### src/rtl/wss_pkg.sv
package wss_pkg;

    localparam int DATA_W    = 20;
    localparam int PAY_BITS  = 14;
    localparam int ACC_W     = 20;
    localparam int LINE_W    = 10;
    localparam int HPOS_W    = 12;
    localparam int LUMA_W    = 10;
    localparam int CNT_W     = $clog2(DATA_W);

    localparam int RUNIN_LEN = 2;
    localparam int START_LEN = 2;
    // sent lowest bit first: 0 then 1
    localparam logic [START_LEN-1:0] START_CODE = 2'b10;

    // line selection table: line, standard, which enable gates it
    localparam int NSLOT = 3;
    localparam int SLOT_LINE    [NSLOT] = '{20, 283, 23};
    localparam int SLOT_STD625  [NSLOT] = '{0, 0, 1};
    localparam int SLOT_USE_EN2 [NSLOT] = '{0, 1, 0};

    typedef enum logic [2:0] {
        ST_IDLE,
        ST_ARMED,
        ST_RUNIN,
        ST_START,
        ST_DATA
    } wss_st_e;

    typedef struct packed {
        logic              std625;
        logic              en1;
        logic              en2;
        logic [DATA_W-1:0] word;
        logic [ACC_W-1:0]  inc;
        logic [LUMA_W-1:0] hi;
        logic [HPOS_W-1:0] ofs;
    } wss_cfg_t;

endpackage

### src/rtl/wss_shadow.sv
module wss_shadow
    import wss_pkg::*;
(
    input  logic     clk,
    input  logic     rst_n,
    input  logic     load,
    input  wss_cfg_t cfg_in,
    output wss_cfg_t cfg_q
);

    // settings move only at frame start so one field never mixes two words
    always_ff @(posedge clk or negedge rst_n) begin
        if (!rst_n) begin
            cfg_q <= '0;
        end else if (load) begin
            cfg_q <= cfg_in;
        end
    end

endmodule

### src/rtl/wss_line_sel.sv
module wss_line_sel
    import wss_pkg::*;
(
    input  logic              std625,
    input  logic              en1,
    input  logic              en2,
    input  logic [LINE_W-1:0] line_num,
    output logic              line_hit,
    output logic [CNT_W-1:0]  last_idx
);

    logic [NSLOT-1:0] slot_hit;

    generate
        for (genvar i = 0; i < NSLOT; i++) begin : g_slot
            localparam logic [LINE_W-1:0] LN  = LINE_W'(SLOT_LINE[i]);
            localparam logic              STD = (SLOT_STD625[i] != 0);
            localparam logic              UE2 = (SLOT_USE_EN2[i] != 0);
            assign slot_hit[i] = (line_num == LN) && (std625 == STD)
                               && (UE2 ? en2 : en1);
        end
    endgenerate

    assign line_hit = |slot_hit;
    assign last_idx = std625 ? CNT_W'(PAY_BITS - 1) : CNT_W'(DATA_W - 1);

endmodule

### src/rtl/wss_cell_timer.sv
module wss_cell_timer
    import wss_pkg::*;
(
    input  logic             clk,
    input  logic             rst_n,
    input  logic             clr,
    input  logic             run,
    input  logic [ACC_W-1:0] inc,
    output logic             cell_end,
    output logic             second_half
);

    logic [ACC_W-1:0] acc_q;
    logic [ACC_W:0]   sum;

    assign sum = {1'b0, acc_q} + {1'b0, inc};

    always_ff @(posedge clk or negedge rst_n) begin
        if (!rst_n) begin
            acc_q <= '0;
        end else if (clr) begin
            acc_q <= '0;
        end else if (run) begin
            acc_q <= sum[ACC_W-1:0];
        end
    end

    assign cell_end    = run & sum[ACC_W];
    assign second_half = acc_q[ACC_W-1];

endmodule

### src/rtl/wss_line_inserter.sv
module wss_line_inserter
    import wss_pkg::*;
#(
    parameter int unsigned BLACK_CODE = 64
) (
    input  logic              clk,
    input  logic              rst_n,
    input  logic              frame_start,
    input  logic              line_start,
    input  logic [LINE_W-1:0] line_num,
    input  logic [HPOS_W-1:0] hpos,
    input  logic              std625,
    input  logic              en_odd,
    input  logic              en_even,
    input  logic [DATA_W-1:0] wss_word,
    input  logic [ACC_W-1:0]  rate_inc,
    input  logic [LUMA_W-1:0] hi_code,
    input  logic [HPOS_W-1:0] start_ofs,
    output logic [LUMA_W-1:0] luma_out,
    output logic              ins_active
);

    localparam logic [LUMA_W-1:0] BLACK     = LUMA_W'(BLACK_CODE);
    localparam logic [DATA_W-1:0] START_VEC = DATA_W'(START_CODE);

    wss_cfg_t          cfg_in;
    wss_cfg_t          cfg_q;
    logic              line_hit;
    logic [CNT_W-1:0]  last_idx;
    logic              acc_clr;
    logic              running;
    logic              cell_end;
    logic              half2;
    logic              cur_bit;
    logic              data_last;
    logic [HPOS_W-1:0] ofs_q;
    logic [LUMA_W-1:0] hi_q;

    wss_st_e           st_q, st_d;
    logic [CNT_W-1:0]  cnt_q, cnt_d;

    assign cfg_in = '{std625: std625, en1: en_odd, en2: en_even,
                      word: wss_word, inc: rate_inc, hi: hi_code,
                      ofs: start_ofs};

    wss_shadow u_shadow (
        .clk    (clk),
        .rst_n  (rst_n),
        .load   (frame_start),
        .cfg_in (cfg_in),
        .cfg_q  (cfg_q)
    );

    wss_line_sel u_sel (
        .std625   (cfg_q.std625),
        .en1      (cfg_q.en1),
        .en2      (cfg_q.en2),
        .line_num (line_num),
        .line_hit (line_hit),
        .last_idx (last_idx)
    );

    wss_cell_timer u_timer (
        .clk         (clk),
        .rst_n       (rst_n),
        .clr         (acc_clr),
        .run         (running),
        .inc         (cfg_q.inc),
        .cell_end    (cell_end),
        .second_half (half2)
    );

    assign ofs_q     = cfg_q.ofs;
    assign hi_q      = cfg_q.hi;
    assign running   = (st_q == ST_RUNIN) || (st_q == ST_START)
                    || (st_q == ST_DATA);
    assign data_last = (cnt_q == last_idx);

    // state register
    always_ff @(posedge clk or negedge rst_n) begin
        if (!rst_n) begin
            st_q  <= ST_IDLE;
            cnt_q <= '0;
        end else begin
            st_q  <= st_d;
            cnt_q <= cnt_d;
        end
    end

    // next state
    always_comb begin
        st_d    = st_q;
        cnt_d   = cnt_q;
        acc_clr = 1'b0;
        unique case (st_q)
            ST_IDLE: begin
                acc_clr = 1'b1;
                if (line_start && line_hit) begin
                    st_d = ST_ARMED;
                end
            end
            ST_ARMED: begin
                acc_clr = 1'b1;
                if (line_start) begin
                    st_d = line_hit ? ST_ARMED : ST_IDLE;
                end else if (hpos == cfg_q.ofs) begin
                    st_d  = ST_RUNIN;
                    cnt_d = '0;
                end
            end
            ST_RUNIN: begin
                if (cell_end) begin
                    if (cnt_q == CNT_W'(RUNIN_LEN - 1)) begin
                        st_d  = ST_START;
                        cnt_d = '0;
                    end else begin
                        cnt_d = cnt_q + CNT_W'(1);
                    end
                end
            end
            ST_START: begin
                if (cell_end) begin
                    if (cnt_q == CNT_W'(START_LEN - 1)) begin
                        st_d  = ST_DATA;
                        cnt_d = '0;
                    end else begin
                        cnt_d = cnt_q + CNT_W'(1);
                    end
                end
            end
            ST_DATA: begin
                if (cell_end) begin
                    if (data_last) begin
                        st_d  = ST_IDLE;
                        cnt_d = '0;
                    end else begin
                        cnt_d = cnt_q + CNT_W'(1);
                    end
                end
            end
            default: begin
                st_d  = ST_IDLE;
                cnt_d = '0;
            end
        endcase
        // a new line start ends any burst in progress
        if (running && line_start) begin
            st_d  = line_hit ? ST_ARMED : ST_IDLE;
            cnt_d = '0;
        end
    end

    // outputs
    always_comb begin
        unique case (st_q)
            ST_RUNIN: cur_bit = 1'b1;
            ST_START: cur_bit = START_VEC[cnt_q];
            ST_DATA:  cur_bit = cfg_q.word[cnt_q];
            default:  cur_bit = 1'b0;
        endcase
        ins_active = running;
        luma_out   = (running && (cur_bit ^ half2)) ? cfg_q.hi : BLACK;
    end

endmodule

### config.mk
export PLATFORM = sky130hd
export DESIGN_NAME = wss_line_inserter
export DESIGN_NICKNAME = d
export VERILOG_FILES = /design/src/rtl/wss_pkg.sv /design/src/rtl/wss_shadow.sv /design/src/rtl/wss_line_sel.sv /design/src/rtl/wss_cell_timer.sv /design/src/rtl/wss_line_inserter.sv
export SDC_FILE = /design/constraint.sdc
export NUM_CORES = 1
export LEC_CHECK = 0
export ABC_AREA = 1
export ABC_CLOCK_PERIOD_IN_PS = 2400
export BUFFER_PORTS_ARGS = -buffer_cell sky130_fd_sc_hd__buf_2
export CORE_MARGIN = 10
export CORE_UTILIZATION = 30
export CTS_BUF_LIST = sky130_fd_sc_hd__clkbuf_16
export CTS_CLUSTER_SIZE = 30
export DETAILED_ROUTE_END_ITERATION = 16
export PLACE_DENSITY_LB_ADDON = 0.3
export SLEW_MARGIN = 5
export SYNTH_ARGS = -nofsm -noshare
export SYNTH_HDL_FRONTEND = slang
export SYNTH_SLANG_ARGS = --single-unit
### constraint.sdc
create_clock -name clk -period 2.4 [get_ports clk]
set_clock_uncertainty 0.1 [all_clocks]
set_input_delay 0.36 -clock clk [delete_from_list [all_inputs] [get_ports clk]]
set_output_delay 0.36 -clock clk [all_outputs]
set_load 0.05 [all_outputs]
==> results, run 1 <==
- The core region is 0.01736 sq mm.
- The startpoint identified for the worst register-to-register timing path is u_shadow.cfg_q[33]$_DFFE_PN0P_.
- In this run the register-to-register setup slack is 0.18 ns.
- The worst hold slack across all endpoints is between 0.1 and 0.15 ns.
- The TritonCTS clock tree is yes.
- The peak supply drop is 432.1 uV.
- The via count of the first global-routing pass is around 4.7k.
- The number of maximum-capacitance constraint violations is 0.
- A synthesized cell averages approximately 8.4 sq um.
- The standby leakage power is 3.293 nW.
- In the layout the commonest cells are 146 x nand2_1, 91 x dfrtp_1, 89 x buf_2.
- The tree is rooted in a clkbuf_16.
- The total congestion overflow is 0.
- The final reports fail on setup timing.
- The number of inserted diodes is 0.
- The register area share after synthesis is 0.4372.
- The longest clock path from root to sink contains 2 buffers.
- The number of primary I/O pins is 102.
- The total die area is 0.02347 sq mm.
- Summed over all layers, the routed wires come to about 14 mm.
- The data arrival time of the critical path is 2.28 ns.
- The share of the clock period used by the worst path after layout is 1.140.
- The aggregate global-route resource usage is 0.1168.
- The number of nets in the finished design is just under 900.
- The number of storage elements in the synthesis netlist is 93.
- In this run the worst path has a maximum fanout of 8.
- Setup repair after global routing could not meet its margin everywhere.
- The clock latency reported for the late side of the worst-skew pair is 0.36 ns.
- The final cell utilization of the core is 0.3897.
- Of all flip-flops after synthesis, the portion carrying an async set or reset was 1.000.
- The count of mapped cells out of synthesis is between 600 and 700.
- Before antenna repair, the detailed router went through 4 iterations.
- For this run, the number of Yosys warnings is 0.
- The wire length of the first global-routing pass is 22.73 mm.
- The most common library cell in the layout ignoring fill and taps is nand2_1.
- The number of antenna violations at the first check in global routing was 0.
- The area growth from synthesis to layout is 27.08%.
- In the routed design, unresolved DRC markers number 0.
- The average wire length per cell after detail routing is 14.00 um.
- For this run, the top clock speed supported by timing is 365.4 MHz.
- Power spread over the standard cell area amounts to 906.0 mW/mm^2.
- The die extent in x is 153.2 um.
- The floorplan has 48 rows.
- Setup violations remaining at the end of the flow were counted as 10.
- In the routed layout, each cell is associated on average with a via count of between 4 and 5.
- The kind of capture point of the worst setup path is an output port.
- The effective utilization at floorplan is 0.3067.
- The H-tree depth reported by CTS is 3.
- The detail route stage leaves a number of antenna-violating nets equal to 0.
- When the netlist entered floorplanning its net count stood at 750.
- The run finished, with violations left.
- The number of cells on the worst reg-to-reg path is 10.
- The routed layout has 4,544 vias.
- In the synthesized netlist the dominant register cell turns out to be dfrtp_1.
- The type of the worst setup path is reg -> out.
- The number of library cell types mapped by synthesis is 43.
- The actual slew at the worst max-slew pin is 0.4139 ns.
- STA classifies the critical path startpoint as a register.
- The last element of the critical path is luma_out[1].
- The detailed-placement wirelength estimate is approximately 11 mm.
- The summed instance area of the synthesized netlist is 0.005323 sq mm.
- The clock sink count is 93.
- Headroom to the max-slew limit came out at 0.7215.
- The source of the critical timing path is cnt_q[0]$_DFFE_PN0P_.
- The tightest min-delay check is of the in -> reg type.
- Yosys mapped a number of flops with a built-in enable equal to 0.
- The worst register-to-register path ends at cnt_q[1]$_DFFE_PN0P_.
- Of the cells placed in the final design, the portion with a size suffix greater than 1 is 0.2930.
- During placement, the flow inserted port buffers numbering approximately 100.
- The TritonCTS buffer count is 9.
- The first routing iteration left 260 violations.
- The routability congestion estimate is ~0.86.
- Subtracting the final worst setup slack from the clock period gives ~2.7 ns.
- The die is 153.2 um tall.
- The required time of the critical path is 1.94 ns.
- The number of pins with negative max-slew slack in the final report is 0.
- The slack of the critical path is -0.3365 ns.
- The clock-pin slew reported for the worst setup and hold paths after clock tree synthesis is approximately 0.070 ns.
- The number of endpoints with negative hold slack in the final report is 0.
- Entering global routing, the biggest net connects 50 pins.
[worst min-delay path by stage]
stage / cells past startpoint / end / slack [ns] / from
CTS: 3 / u_shadow.cfg_q[50]$_DFFE_PN0P_ / 0.09 / wss_word[8]
detailed placement: 1 / u_shadow.cfg_q[30]$_DFFE_PN0P_ / 0.22 / rst_n
finish: 3 / u_shadow.cfg_q[49]$_DFFE_PN0P_ / 0.10 / wss_word[7]
global placement: 1 / u_shadow.cfg_q[30]$_DFFE_PN0P_ / 0.22 / rst_n
global route: 3 / u_shadow.cfg_q[46]$_DFFE_PN0P_ / 0.10 / wss_word[4]
floorplan: 0 / cnt_q[0]$_DFFE_PN0P_ / -0.04 / rst_n
[layer usage]
layer,part of all wire,global-route usage,wire length [um]
met2,0.48,0.1938,6671
met5,0,0,0
met4,0.013,0.02861,178
met1,0.46,0.1410,6317
met3,0.046,0.04097,636
[power breakdown]
| part | switching, mW | internal [mW] |
|---|---|---|
| clock network | 0.669 | 0.717 |
| registers | 0.177 | 1.84 |
| logic | 1.67 | 1.05 |
| total | 2.52 | 3.61 |
[per-stage QoR]
| step | power, mW | worst slack (ns) | instance area, sq um | instances | setup TNS [ns] |
|---|---|---|---|---|---|
| final | 6.128 | -0.3365 | 6764 | 986 | -3.017 |
| after global routing | 6.648 | -0.4866 | 6764 | 986 | -4.577 |
| after CTS | 6.005 | -0.2436 | 6506 | 979 | -2.171 |
| after detailed placement | 4.564 | 0.1073 | 6186 | 962 | 0 |
| after global placement | 4.550 | 0.1344 | 6186 | 962 | 0 |
| after floorplan | 3.864 | -0.07809 | 5324 | 636 | -0.6247 |
[sequential cells by signal (all words and copies together) (netlist names)]
register,flops
u_shadow.cfg_q,65
u_timer.acc_q,20
cnt_q,5
st_q,3
[cell usage after synthesis (all sizes together) (3+ instances only)]
library cell,number,area share
a21boi,4,0.0063
a21oi,25,0.024
buf,10,0.010
clkbuf,7,0.0049
dfrtp,93,0.44
ha,22,0.052
inv,67,0.047
mux2,35,0.074
nand2,158,0.11
nand3,28,0.030
nand4,11,0.015
nor2,48,0.037
nor3,7,0.0066
nor4,3,0.0047
o211ai,3,0.0042
o21ai,75,0.071
or2,4,0.0047
xnor2,10,0.016
xor2,13,0.021
[logic make-up after synthesis]
logic type / synth area share
AOI/OAI and AO/OA: 0.1201
xor gates and xnor gates: 0.03785
adders and majority gates: 0.05548
buffers and inverters: 0.06253
DFF: 0.4372
muxes: 0.07405
and+or+nand+nor: 0.2127
[area by class of cell]
type / instances / area [sq um]
Fill cell: 1790 / 10590
Multi-Input combinational cell: 460 / 2805
Clock buffer: 9 / 225.2
Clock inverter: 7 / 60.06
Sequential cell: 93 / 2330
Timing Repair inverter: 1 / 7.507
Inverter: 67 / 254.0
Timing Repair Buffer: 124 / 800.8
Tap cell: 225 / 281.5
[worst max-delay path, stage by stage, from the launching register on]
cell and delay, ns:
dfrtp_2 0.47, buf_8 0.16, buf_4 0.14, ha_1 0.20, nand3_1 0.08, o21ai_1 0.06
inv_1 0.10, nand2_2 0.08, nand2_4 0.09, nand3_4 0.19, nor2_2 0.17, buf_6 0.17
[repair_timing]
action | 4_1_cts | 5_1_grt
setup buffers | 0 | 5
setup endpoints to repair | 10 | 14
hold endpoints to repair | 27 | 0
resized for setup | 10 | 54
pin swaps | 0 | 21
gates cloned | 0 | 2
hold buffers | 1 | 0
Power figures use the tool's default switching activity.
==> inputs of run 2 (changes only) <==
- PLACE_DENSITY: default -> 0.58
- PLACE_DENSITY_LB_ADDON: 0.3 -> default
==> results, run 2 (synthesis results as in run 1) <==
- Outcome: finished with violations (unchanged).
- Failing checks: setup timing (unchanged).
- The number of primary I/O pins is 102 (unchanged).
- The effective utilization at floorplan is 0.3067 (unchanged).
- The category of cells accounting for the largest share of critical-path delay is simple AND/OR/NAND/NOR gates (unchanged).
- The design internal power is 3.608 mW (was 3.611 mW).
- The routed via count divided by cell count is 4.591 (was 4.609).
- The number of port buffers came to 101 (unchanged).
- The number of endpoints with negative hold slack in the final report is 0 (unchanged).
- The met2 capacity usage during global routing is 0.2028 (was 0.1938).
- The share of total power in the clock network is 0.217 (was 0.226).
- The register with the highest flop count is u_shadow.cfg_q (unchanged).
- The detailed-route DRC error count is 0 (unchanged).
- The ratio of total power to cell area was 899.4 mW/mm^2 (was 906.0 mW/mm^2).
- The length of the first detailed-routing pass in iterations came to 4 (unchanged).
- The required time of the critical path is 1.94 ns (about the same).
- The area added between synthesis and finish came to 26.89% (was 27.08%).
- The critical register-to-register path startpoint is u_shadow.cfg_q[22]$_DFFE_PN0P_ (was u_shadow.cfg_q[33]$_DFFE_PN0P_).
- The highest clock frequency the design can meet is 379.5 MHz (was 365.4 MHz).
- The slack of the critical path came to -0.2351 ns (was -0.3365 ns).
- RSZ-0062 raised after global routing: yes (unchanged).
- The highest cell delay on the worst timing path is 0.42 ns (was 0.47 ns).
- The total congestion overflow is 0 (unchanged).
- The number of maximum-capacitance constraint violations came to 0 (unchanged).
- The TritonCTS clock tree is yes (unchanged).
- The detailed-placement wirelength estimate is 10.60 mm (was 10.67 mm).
- The peak supply drop came to 432.3 uV (was 432.1 uV).
- The core region area is 0.01736 sq mm (unchanged).
- The total die area is 0.02347 sq mm (unchanged).
- Top library cells by usage in the layout, fill and taps aside: 145 x nand2_1, 91 x dfrtp_1, 89 x buf_2 (was 146 x nand2_1, 91 x dfrtp_1, 89 x buf_2).
- The number of inserted diodes came to 0 (unchanged).
- The met1 track demand over resource came to 0.1401 (was 0.1410).
- The standby leakage power is 3.283 nW (was 3.293 nW).
- The element type at the critical path start is a register (unchanged).
- Sequence of cells on the critical path: buf_6, nand2_2, nand3_2, nand2_2, nand2_2, nand2_2, o21ai_2, nand2_1, nand2_2, nand2_2, nand2_4, nand3_4, nor2_4, buf_8 (was buf_8, buf_4, ha_1, nand3_1, o21ai_1, inv_1, nand2_2, nand2_4, nand3_4, nor2_2, buf_6).
- The relative contribution of sequential cells to total power is 0.333 (was 0.330).
- The cell at the slowest stage of the critical path is dfrtp_2 (unchanged).
- The launch point of the worst hold path is wss_word[8] (was wss_word[7]).
- Largest registers: u_shadow.cfg_q (65), u_timer.acc_q (20), cnt_q (5) (unchanged).
- The data arrival time of the critical path is 2.18 ns (was 2.28 ns).
- The die height is 153.2 um (unchanged).
- The routability congestion estimate was 0.8458 (was 0.8575).
- The share of final-layout standard cells stronger than drive strength 1 is 0.2927 (was 0.2930).
- The floorplan row count is 48 (unchanged).
- The worst hold slack across all endpoints was 0.1132 ns (was 0.1048 ns).
- The type of the worst setup path is reg -> out (unchanged).
- The average wire length per cell after detail routing came to 13.85 um (was 14.00 um).
- The shortest period the worst path allows is 2.635 ns (was 2.736 ns).
- The most common library cell in the layout ignoring fill and taps is nand2_1 (unchanged).
- The aggregate global-route resource usage is 0.1182 (was 0.1168).
- The total buffers and inverters traversed by the critical path is 2 (was 4).
- The met3 track utilization from global routing was 0.03311 (was 0.04097).
- The number of cells on the worst reg-to-reg path is 11 (was 10).
- The total chip power is 6.075 mW (was 6.128 mW).
- The pre-CTS worst setup slack was 0.04033 ns (was 0.1073 ns).
- The net load switching power was 2.467 mW (was 2.517 mW).
- The relative contribution of combinational cells to total power is 0.451 (was 0.444).
- The number of nets in the finished design came to 871 (was 870).
- The flip-flop count of the largest register, all copies and words added is 65 (unchanged).
- The clock-pin slew reported for the worst setup and hold paths after clock tree synthesis came to 0.07 ns (about the same).
- The number of pins with negative max-slew slack in the final report is 0 (unchanged).
- The number of inserted filler cells in the final layout is 1,806 (was 1,790).
- The critical-path maximum fanout is 7 (was 8).
- The wire length of the first global-routing pass is 23.25 mm (was 22.73 mm).
- The post-layout instance count excluding filler cells is 987 (was 986).
- The total of endpoints with negative setup slack in the final report came to 10 (unchanged).
- The count of routing violations after the opening detailed-route iteration is 158 (was 260).
- The capturing point of the worst reg2reg path is st_q[2]$_DFFE_PN0P_ (was cnt_q[1]$_DFFE_PN0P_).
- The actual slew at the worst max-slew pin is 0.4123 ns (was 0.4139 ns).
- The cell occurring most often along the worst timing path is nand2_2.
- The destination of the worst hold path is u_shadow.cfg_q[50]$_DFFE_PN0P_ (was u_shadow.cfg_q[49]$_DFFE_PN0P_).
- The relative slew slack is 0.7226 (was 0.7215).
- The TritonCTS buffer count is 9 (unchanged).
- The most congested layer reported by global routing is met2 (unchanged).
- The count of cells along the worst hold path is 3 (unchanged).
- The switching share of power is 0.4061 (was 0.4108).
- The cell chosen for the clock root was clkbuf_16 (unchanged).
- The via count of the first global-routing pass is 4,816 (was 4,709).
- The clock sink count is 93 (unchanged).
- The class of the most critical hold timing path is in -> reg (unchanged).
- The number of antenna violations at the first check in global routing is 0 (unchanged).
- The setup slack of the worst register-to-register path was 0.25 ns (was 0.18 ns).
- The largest buffer count on any clock path is 2 (unchanged).
- The share of the clock period used by the worst path after layout is 1.098 (was 1.140).
- The pin count of the biggest net entering global routing is 43 (was 50).
- The clock latency reported for the late side of the worst-skew pair is 0.35 ns (was 0.36 ns).
- The H-tree depth reported by CTS is 3 (unchanged).
- The count of placed standard cells including taps is 964 (was 962).
- The count of nets left with antenna violations after detail routing was 0 (unchanged).
- The routed via count is 4,531 (was 4,544).
- The kind of capture point of the worst setup path is an output port (unchanged).
- The die extent in x is 153.2 um (unchanged).
- The total wire length after detailed routing was 13.67 mm (was 13.80 mm).
run 2: cell types whose count changed in the layout (fill, tap and decap cells not counted), moves of 2 or more:
cell / before / now
buf_6: 10 / 7
nand2_2: 9 / 11
buf_4: 19 / 22
nor2_4: 7 / 9
nand3_1: 19 / 22
nor2_2: 5 / 3
nand3_2: 8 / 5
clkinv_2: 1 / 3
buf_8: 2 / 5
run 2: how the worst max path moves through the flow:
stage               slack, ns            startpoint          end  cells after the start
detailed placement       0.04  cnt_q[0]$_DFFE_PN0P_  luma_out[0]                     14
CTS                     -0.28  cnt_q[0]$_DFFE_PN0P_  luma_out[8]                     14
global placement         0.07  cnt_q[1]$_DFFE_PN0P_  luma_out[0]                      9
floorplan               -0.08  cnt_q[0]$_DFFE_PN0P_  luma_out[0]                     14
global route            -0.39  cnt_q[0]$_DFFE_PN0P_  luma_out[7]                     14
finish                  -0.24  cnt_q[0]$_DFFE_PN0P_  luma_out[7]                     14
run 2: metrics by stage:
step | utilization | setup TNS, ns | cell area (sq um)
finish | 0.3891 | -1.922 | 6754
global route | 0.3891 | -3.486 | 6754
CTS | 0.3827 | -2.270 | 6643
floorplan | - | -0.6247 | 5324
global placement | 0.3573 | 0 | 6201
detailed placement | 0.3573 | 0 | 6201
run 2: layout make-up:
| class | instances | area [sq um] | area share |
|---|---|---|---|
| inverters | 67 | 259.0 | 0.03835 |
| clock buffers | 9 | 225.2 | 0.03335 |
| repair buffers | 126 | 814.5 | 0.1206 |
| flip-flops and latches | 93 | 2330 | 0.3449 |
| well taps | 225 | 281.5 | 0.04168 |
| clock inverters | 7 | 42.54 | 0.006299 |
| multi-input cells | 460 | 2801 | 0.4148 |
run 2: timing repair:
item / 4_1_cts / 5_1_grt
setup buffers: 3 / 2
gates resized for setup: 41 / 29
hold buffers: 1 / 0
endpoints found under the hold margin: 27 / 0
cloned: 1 / 0
pin swaps: 8 / 14
setup endpoints to repair: 10 / 16
run 2: power by group through the flow:
stage               Clock [mW]  Sequential (mW)  Combinational [mW]
floorplan                    0             2.00                1.86
global placement             0             2.03                2.52
detailed placement           0             2.04                2.53
CTS                       1.38             2.02                2.68
global route              1.43             2.06                3.10
finish                    1.32             2.02                2.74
run 2: routing by layer:
metal | routed length (um) | share of wire
met4 | 143 | 0.010
met1 | 6279 | 0.46
met2 | 6713 | 0.49
met3 | 536 | 0.039
met5 | 0 | 0
run 2: worst reg2reg max path: stages (launching register included):
cell and delay (ns):
dfrtp_1 0.34, ha_1 0.17, inv_1 0.08, fa_1 0.41, o21ai_2 0.22, buf_4 0.14
nand3_1 0.08, nand4_2 0.15, nand4_2 0.17, inv_1 0.12, nand2_1 0.06, nand2_1 0.05
